**src/rtl/audio_ring_dma.sv**
```systemverilog
module audio_ring_dma #(
  parameter int AW = 32,
  parameter int IW = 5,
  parameter int SW = 16
) (
  input  logic          clk,
  input  logic          rst_n,
  input  logic          reg_wr,
  input  logic [1:0]    reg_word,
  input  logic [3:0]    reg_be,
  input  logic [31:0]   reg_wdata,
  output logic [31:0]   reg_rdata,
  output logic          mem_req_valid,
  input  logic          mem_req_ready,
  output logic [AW-1:0] mem_req_addr,
  input  logic          mem_rsp_valid,
  input  logic [31:0]   mem_rsp_data,
  output logic [AW-1:0] buf_addr,
  input  logic          in_valid,
  input  logic [SW-1:0] in_data,
  output logic          in_ready,
  output logic          out_valid,
  input  logic          out_ready,
  output logic [SW-1:0] out_data,
  output logic          irq
);
  typedef enum logic [2:0] {S_IDLE, S_REQ0, S_WAIT0, S_REQ1, S_WAIT1, S_STREAM, S_DONE} st_t;
  st_t st;

  logic [AW-4:0] base_q;
  logic [IW-1:0] civ_q, lvi_q;
  logic [4:1]    sr_q;
  logic [15:0]   picb_q;
  logic [4:2]    cr_q;
  logic          ioc_q, pad_q, eq_q;
  logic [AW-1:1] badr_q;
  logic [SW-1:0] last_q;

  wire run    = cr_q[2];
  wire halted = !run || st == S_DONE;
  wire wr_cr  = reg_wr && reg_word == 2'd2 && reg_be[3];
  wire wr_rst = wr_cr && reg_wdata[25];
  wire wr_lvi = reg_wr && reg_word == 2'd1 && reg_be[1];
  wire wr_sr  = reg_wr && reg_word == 2'd1 && reg_be[2];
  wire rsp1   = st == S_WAIT1 && mem_rsp_valid;
  wire fire   = out_valid && out_ready;
  wire finish = (st == S_STREAM && fire && picb_q == 16'd1) ||
                (rsp1 && mem_rsp_data[15:0] == 16'd0);
  wire fin_ioc = (st == S_STREAM) ? ioc_q : mem_rsp_data[31];
  wire at_last = civ_q == lvi_q;
  wire [IW-1:0] lvi_n = wr_lvi ? reg_wdata[8+IW-1:8] : lvi_q;
  wire [IW-1:0] civ_n;
  wire [4:1] sr_set = {fire && !in_valid, finish && fin_ioc, finish && at_last,
                       (civ_n == lvi_n) && !eq_q};
  wire [4:1] sr_clr = wr_sr ? reg_wdata[20:17] : 4'd0;
  logic unused_bits;

  assign civ_n = wr_rst ? '0 : (finish && !at_last) ? civ_q + 1'b1 :
                 (st == S_DONE && run && !at_last) ? civ_q + 1'b1 : civ_q;
  assign unused_bits   = ^{reg_wdata[2:0], mem_rsp_data[29:16], mem_rsp_data[0]};
  assign mem_req_valid = run && (st == S_REQ0 || st == S_REQ1);
  assign mem_req_addr  = {base_q + (AW-3)'(civ_q), st == S_REQ1, 2'b00};
  assign buf_addr      = {badr_q, 1'b0};
  assign out_valid     = run && st == S_STREAM;
  assign in_ready      = fire;
  assign out_data      = in_valid ? in_data : (pad_q ? last_q : '0);
  assign irq = (sr_q[3] && cr_q[4]) || (sr_q[2] && cr_q[3]) || (sr_q[4] && cr_q[2]);

  always_comb begin
    reg_rdata = '0;
    case (reg_word)
      2'd0: reg_rdata = {base_q, 3'b000};
      2'd1: reg_rdata = {8'd0, 3'd0, sr_q, halted, 3'd0, lvi_q, 3'd0, civ_q};
      2'd2: reg_rdata = {3'd0, cr_q, 2'b00, 8'd0, picb_q};
      default: reg_rdata = '0;
    endcase
  end

  always_ff @(posedge clk or negedge rst_n) begin
    if (!rst_n) begin
      st <= S_IDLE; base_q <= '0; civ_q <= '0; lvi_q <= '0; sr_q <= '0;
      picb_q <= '0; cr_q <= '0; ioc_q <= 1'b0; pad_q <= 1'b0; eq_q <= 1'b1;
      badr_q <= '0; last_q <= '0;
    end else begin
      if (reg_wr && reg_word == 2'd0 && reg_be == 4'hF) base_q <= reg_wdata[31:3];
      lvi_q <= lvi_n;
      civ_q <= civ_n;
      eq_q  <= civ_n == lvi_n;
      sr_q  <= (sr_q & ~sr_clr) | sr_set;
      if (fire) last_q <= out_data;
      if (wr_rst) begin
        cr_q <= '0; picb_q <= '0; st <= S_IDLE;
      end else begin
        if (wr_cr) cr_q <= reg_wdata[28:26];
        case (st)
          S_IDLE:  if (run) st <= S_REQ0;
          S_REQ0:  if (mem_req_valid && mem_req_ready) st <= S_WAIT0;
          S_WAIT0: if (mem_rsp_valid) begin
                     badr_q <= mem_rsp_data[31:1];
                     st <= S_REQ1;
                   end
          S_REQ1:  if (mem_req_valid && mem_req_ready) st <= S_WAIT1;
          S_WAIT1: if (mem_rsp_valid) begin
                     ioc_q  <= mem_rsp_data[31];
                     pad_q  <= mem_rsp_data[30];
                     picb_q <= mem_rsp_data[15:0];
                     st <= finish ? (at_last ? S_DONE : S_REQ0) : S_STREAM;
                   end
          S_STREAM: if (fire) begin
                     picb_q <= picb_q - 16'd1;
                     if (finish) st <= at_last ? S_DONE : S_REQ0;
                   end
          S_DONE:  if (run && !at_last) st <= S_REQ0;
          default: st <= S_IDLE;
        endcase
      end
    end
  end

  assert_picb_step_R4: assert property (@(posedge clk) disable iff (!rst_n)
    (st == S_STREAM && fire && picb_q > 16'd1 && !wr_rst) |=> picb_q == $past(picb_q) - 16'd1);
  assert_civ_step_R5: assert property (@(posedge clk) disable iff (!rst_n)
    !wr_rst |=> (civ_q == $past(civ_q) || civ_q == $past(civ_q) + 1'b1));
  assert_halt_flag_R7: assert property (@(posedge clk) disable iff (!rst_n)
    $rose(st == S_DONE) |-> sr_q[2]);
  assert_out_needs_run_R12: assert property (@(posedge clk) disable iff (!rst_n)
    out_valid |-> cr_q[2]);
  assert_irq_source_R11: assert property (@(posedge clk) disable iff (!rst_n)
    irq |-> (sr_q[4] || sr_q[3] || sr_q[2]));
  assert_fetch_or_stream_R2: assert property (@(posedge clk) disable iff (!rst_n)
    $onehot0({mem_req_valid, out_valid}));
endmodule

```
**config.mk**
```make
export PLATFORM = sky130hd
export DESIGN_NAME = audio_ring_dma
export DESIGN_NICKNAME = d
export VERILOG_FILES = /design/src/rtl/audio_ring_dma.sv
export SDC_FILE = /design/constraint.sdc
export NUM_CORES = 1
export LEC_CHECK = 0
export ABC_CLOCK_PERIOD_IN_PS = 3800
export BUFFER_PORTS_ARGS = -buffer_cell sky130_fd_sc_hd__buf_4
export CAP_MARGIN = 15
export CORE_MARGIN = 3
export CORE_UTILIZATION = 28
export CTS_CLUSTER_DIAMETER = 200
export CTS_CLUSTER_SIZE = 10
export DETAILED_ROUTE_END_ITERATION = 12
export HOLD_SLACK_MARGIN = 0.12
export SLEW_MARGIN = 20
export SYNTH_ARGS = -nofsm -noshare
export SYNTH_HDL_FRONTEND = slang
export SYNTH_SLANG_ARGS = --single-unit
```
**constraint.sdc**
```tcl
create_clock -name clk -period 3.8 [get_ports clk]
set_clock_uncertainty 0.05 [all_clocks]
set_input_delay 0.76 -clock clk [delete_from_list [all_inputs] [get_ports clk]]
set_output_delay 0.76 -clock clk [all_outputs]
set_load 0.1 [all_outputs]
```
==> impl_metrics.json <==
{
  "yosysTopAreaCell": "dfrtp_1",
  "power.total_w": 0.00802,
  "grt_max_degree": 69,
  "firstDrtPassIters": 5,
  "ant_nets": 0,
  "p_leak_nw": 4.43,
  "syn_area_per_cell_um2": 9.94,
  "finalWirelength_um": 22200,
  "swShare": 0.523,
  "synth_seq_cells": 115,
  "ys_seq_area_frac": 0.435,
  "yosysWarnings": 0,
  "grt_pass1_wl_um": 35100,
  "run_status": "complete, no violations",
  "power_density_mw_per_mm2": 843,
  "cts_tree": "yes",
  "die_area_mm2": 0.0255,
  "netlist_area_mm2": 0.00661,
  "die-height_um": 160,
  "crit_slowest_cell": "dfrtp_1",
  "finalSetupViolCount": 0,
  "power_frac_clock": 0.200,
  "r2r-start": "st[0]$_DFFE_PN0P_",
  "clkTransAtPathRegs_ps": 50,
  "critPathKind": "register to output pin",
  "area_growth_pct": 43.9,
  "seqCellArea_mm2": 0.00288,
  "overflow": 0,
  "synth-async-reset-ratio": 1.00,
  "crit_chain": "buf_4 > ha_1 > a21o_1 > a21oi_2 > o21bai_1 > a21oi_2 > nor4_1 > buf_4 > nand2b_1 > nor2_1 > xor2_2 > buf_8",
  "required_ps": 2990,
  "startpoint_type": "register",
  "routedWlPerCell_um": 18.5,
  "fillerInstances": 2276,
  "synth_top_area_frac": 0.431,
  "clockBufferDepth": 2,
  "power_frac_comb": 0.547,
  "r2r-end": "sr_q[1]$_DFF_PN0_",
  "finish.instance_area_mm2": 0.00951,
  "core_mm2": 0.0229,
  "setup_slack_ps": 125,
  "endpoint_kind": "output pin",
  "max_freq_mhz": 272,
  "place_ws_ps": 272,
  "antenna_cells": 0,
  "vias": 5974,
  "drive_gt1_frac": 0.429,
  "r2r_slack_ps": 970,
  "placed_area_mm2": 0.00876,
  "critPathArrivalTime_ps": 2860,
  "cts_buffers": 17,
  "drtIter0Drc": 390,
  "vdd_ir_drop_max_mv": 0.556,
  "cts_root_buf": "clkbuf_16",
  "p_sw_w": 0.00420,
  "hpwl_um": 16800,
  "slew_headroom": 0.315,
  "yosysUniqueCellTypes": 63,
  "hold_viol": 0,
  "worst-slew-pin-transition_ps": 1030,
  "rsz0062_at_grt": "false",
  "grt_pass1_vias": 6244,
  "cts_sinks": 115,
  "synth_area_leaders": "dfrtp_1 (43%), mux2_2 (13%), mux2i_1 (4.1%)",
  "gp_congestion": 0.838,
  "multi_input_area_mm2": 0.00380,
  "drv_slew": 0,
  "fin_crit_sh": 0.967,
  "antenna_found_initial": 0,
  "rows": 55,
  "insertion_delay_ps": 420,
  "syn_inst": 665,
  "hold_class": "primary input to async pin",
  "r2r_cells": 8,
  "cp_slowest_stage_delay_ps": 370,
  "fin_nets": 977,
  "via_per_inst": 4.99,
  "synthFlopType": "dfrtp_1",
  "gr-usage-all-layers": 0.174,
  "die_x_um": 160,
  "maxCapViolations": 0,
  "fin_crit_ps": 3670,
  "crit_fanout": 8,
  "timing.hold.ws_ps": 204,
  "h-tree-depth": 4,
  "drc": 0,
  "seqPwrFrac": 0.254,
  "start_util": 0.289,
  "io_buffers": 202,
  "pin_count": 209,
  "synth_edf_count": 0,
  "internal_power_w": 0.00382
}
==> metrics by stage <==
stage	cells	setup TNS [ps]	utilization
5_1_grt	1198	0	0.415
3_5_place_dp	1167	0	0.382
2_1_floorplan	667	-1830	-
6_report	1198	0	0.415
4_1_cts	1197	0	0.411
3_3_place_gp	1167	0	0.382
==> how the worst max path moves through the flow <==
stage	startpoint	slack, ps	cells past startpoint	end
finish	civ_q[1]$_DFF_PN0_	130	12	mem_req_addr[30]
global route	civ_q[1]$_DFF_PN0_	20	12	mem_req_addr[30]
detailed placement	base_q[0]$_DFFE_PN0P_	270	11	mem_req_addr[23]
floorplan	reg_word[1]	-390	3	reg_rdata[3]
global placement	base_q[0]$_DFFE_PN0P_	290	11	mem_req_addr[23]
CTS	base_q[0]$_DFFE_PN0P_	5	13	mem_req_addr[25]
==> cell families (layout without fill, tap and decap cells) <==
family | count (synthesis) | in the layout | synth area share
flops | 115 | 115 | 0.435
xor+xnor | 39 | 39 | 0.0517
simple gates | 215 | 215 | 0.166
fa+ha+maj | 9 | 9 | 0.0182
buf+inv | 57 | 275 | 0.0358
mux | 105 | 105 | 0.174
other cells | 1 | 3 | 0.000567
compound gates | 124 | 124 | 0.119
==> what timing repair did <==
item / CTS / global route
setup endpoints to repair: 5 / 10
endpoints found under the hold margin: 0 / 0
buffers inserted: 1 / 1
pin swaps: 3 / 6
gates resized for setup: 19 / 21
hold buffers: 0 / 0
cloned: 0 / 0
==> Yosys cell counts (2+ instances only) <==
master,count
nand2_1,43
ha_1,8
and2_1,10
a22o_1,18
a21oi_1,28
a31oi_1,3
nand4_1,7
mux2_2,78
nor3_1,21
nor4_1,8
or3_1,3
clkbuf_1,26
a21o_1,2
nand3b_1,5
o211ai_1,4
nand3_1,22
mux2i_1,27
a22oi_1,3
nand2b_1,4
buf_1,5
and3_2,2
and3_1,7
inv_1,21
or4_1,4
a211oi_1,2
o311ai_1,2
nor2b_1,5
xnor2_1,28
o21ai_0,48
o21a_1,2
nor2_1,62
xor2_1,11
dfrtp_1,114
buf_4,3
==> power groups by stage <==
stage / clock network (W) / logic, W / registers, W
3_5_place_dp: 0 / 0.00436 / 0.00205
6_report: 0.00160 / 0.00439 / 0.00203
5_1_grt: 0.00169 / 0.00459 / 0.00210
3_3_place_gp: 0 / 0.00434 / 0.00203
2_1_floorplan: 0 / 0.00223 / 0.00314
4_1_cts: 0.00163 / 0.00439 / 0.00203
==> sequential cells by signal, indices dropped and copies added (netlist names) <==
register  count
badr_q       31
base_q       29
last_q       16
picb_q       16
civ_q         5
lvi_q         5
sr_q          4
cr_q          3
st            3
eq_q          1
ioc_q         1
pad_q         1
==> cell type report <==
cell class,count,share of cell area
Multi-Input combinational cell,495,0.399
Sequential cell,115,0.303
Timing Repair Buffer,225,0.188
Clock buffer,24,0.0527
Tap cell,313,0.0412
Inverter,21,0.00829
Clock inverter,5,0.00789
==> layer usage <==
metal | up-vias | GRT usage | routed length [um]
li1 | 2803 | - | -
met1 | 2913 | 0.228 | 9980
met2 | 237 | 0.274 | 10000
met3 | 21 | 0.0576 | 1900
met4 | 0 | 0.0493 | 310
met5 | - | 0 | 0
==> layout by cell type, fill, tap and decap left out, types with 10 or more instances in the layout <==
| cell | synthesis | layout |
|---|---|---|
| dfrtp_1 | 114 | 114 |
| a21oi_1 | 28 | 26 |
| xnor2_1 | 28 | 16 |
| inv_1 | 21 | 21 |
| nand2_1 | 43 | 43 |
| mux2_2 | 78 | 78 |
| a22o_1 | 18 | 18 |
| and2_1 | 10 | 10 |
| o21ai_0 | 48 | 43 |
| nor3_1 | 21 | 19 |
| buf_4 | 3 | 213 |
| nor2_1 | 62 | 57 |
| mux2i_1 | 27 | 27 |
| nand3_1 | 22 | 17 |
| clkbuf_16 | 0 | 17 |
==> worst max-delay path, delay by kind of cell (launching register included) <==
| family | cells | cell delay (ps) |
|---|---|---|
| AOI/OAI and AO/OA | 4 | 460 |
| xor gates and xnor gates | 1 | 180 |
| adders and majority gates | 1 | 280 |
| buffers and inverters | 3 | 580 |
| DFF | 1 | 370 |
| and+or+nand+nor | 3 | 550 |
Note: power is estimated with default switching activity, not from simulation.
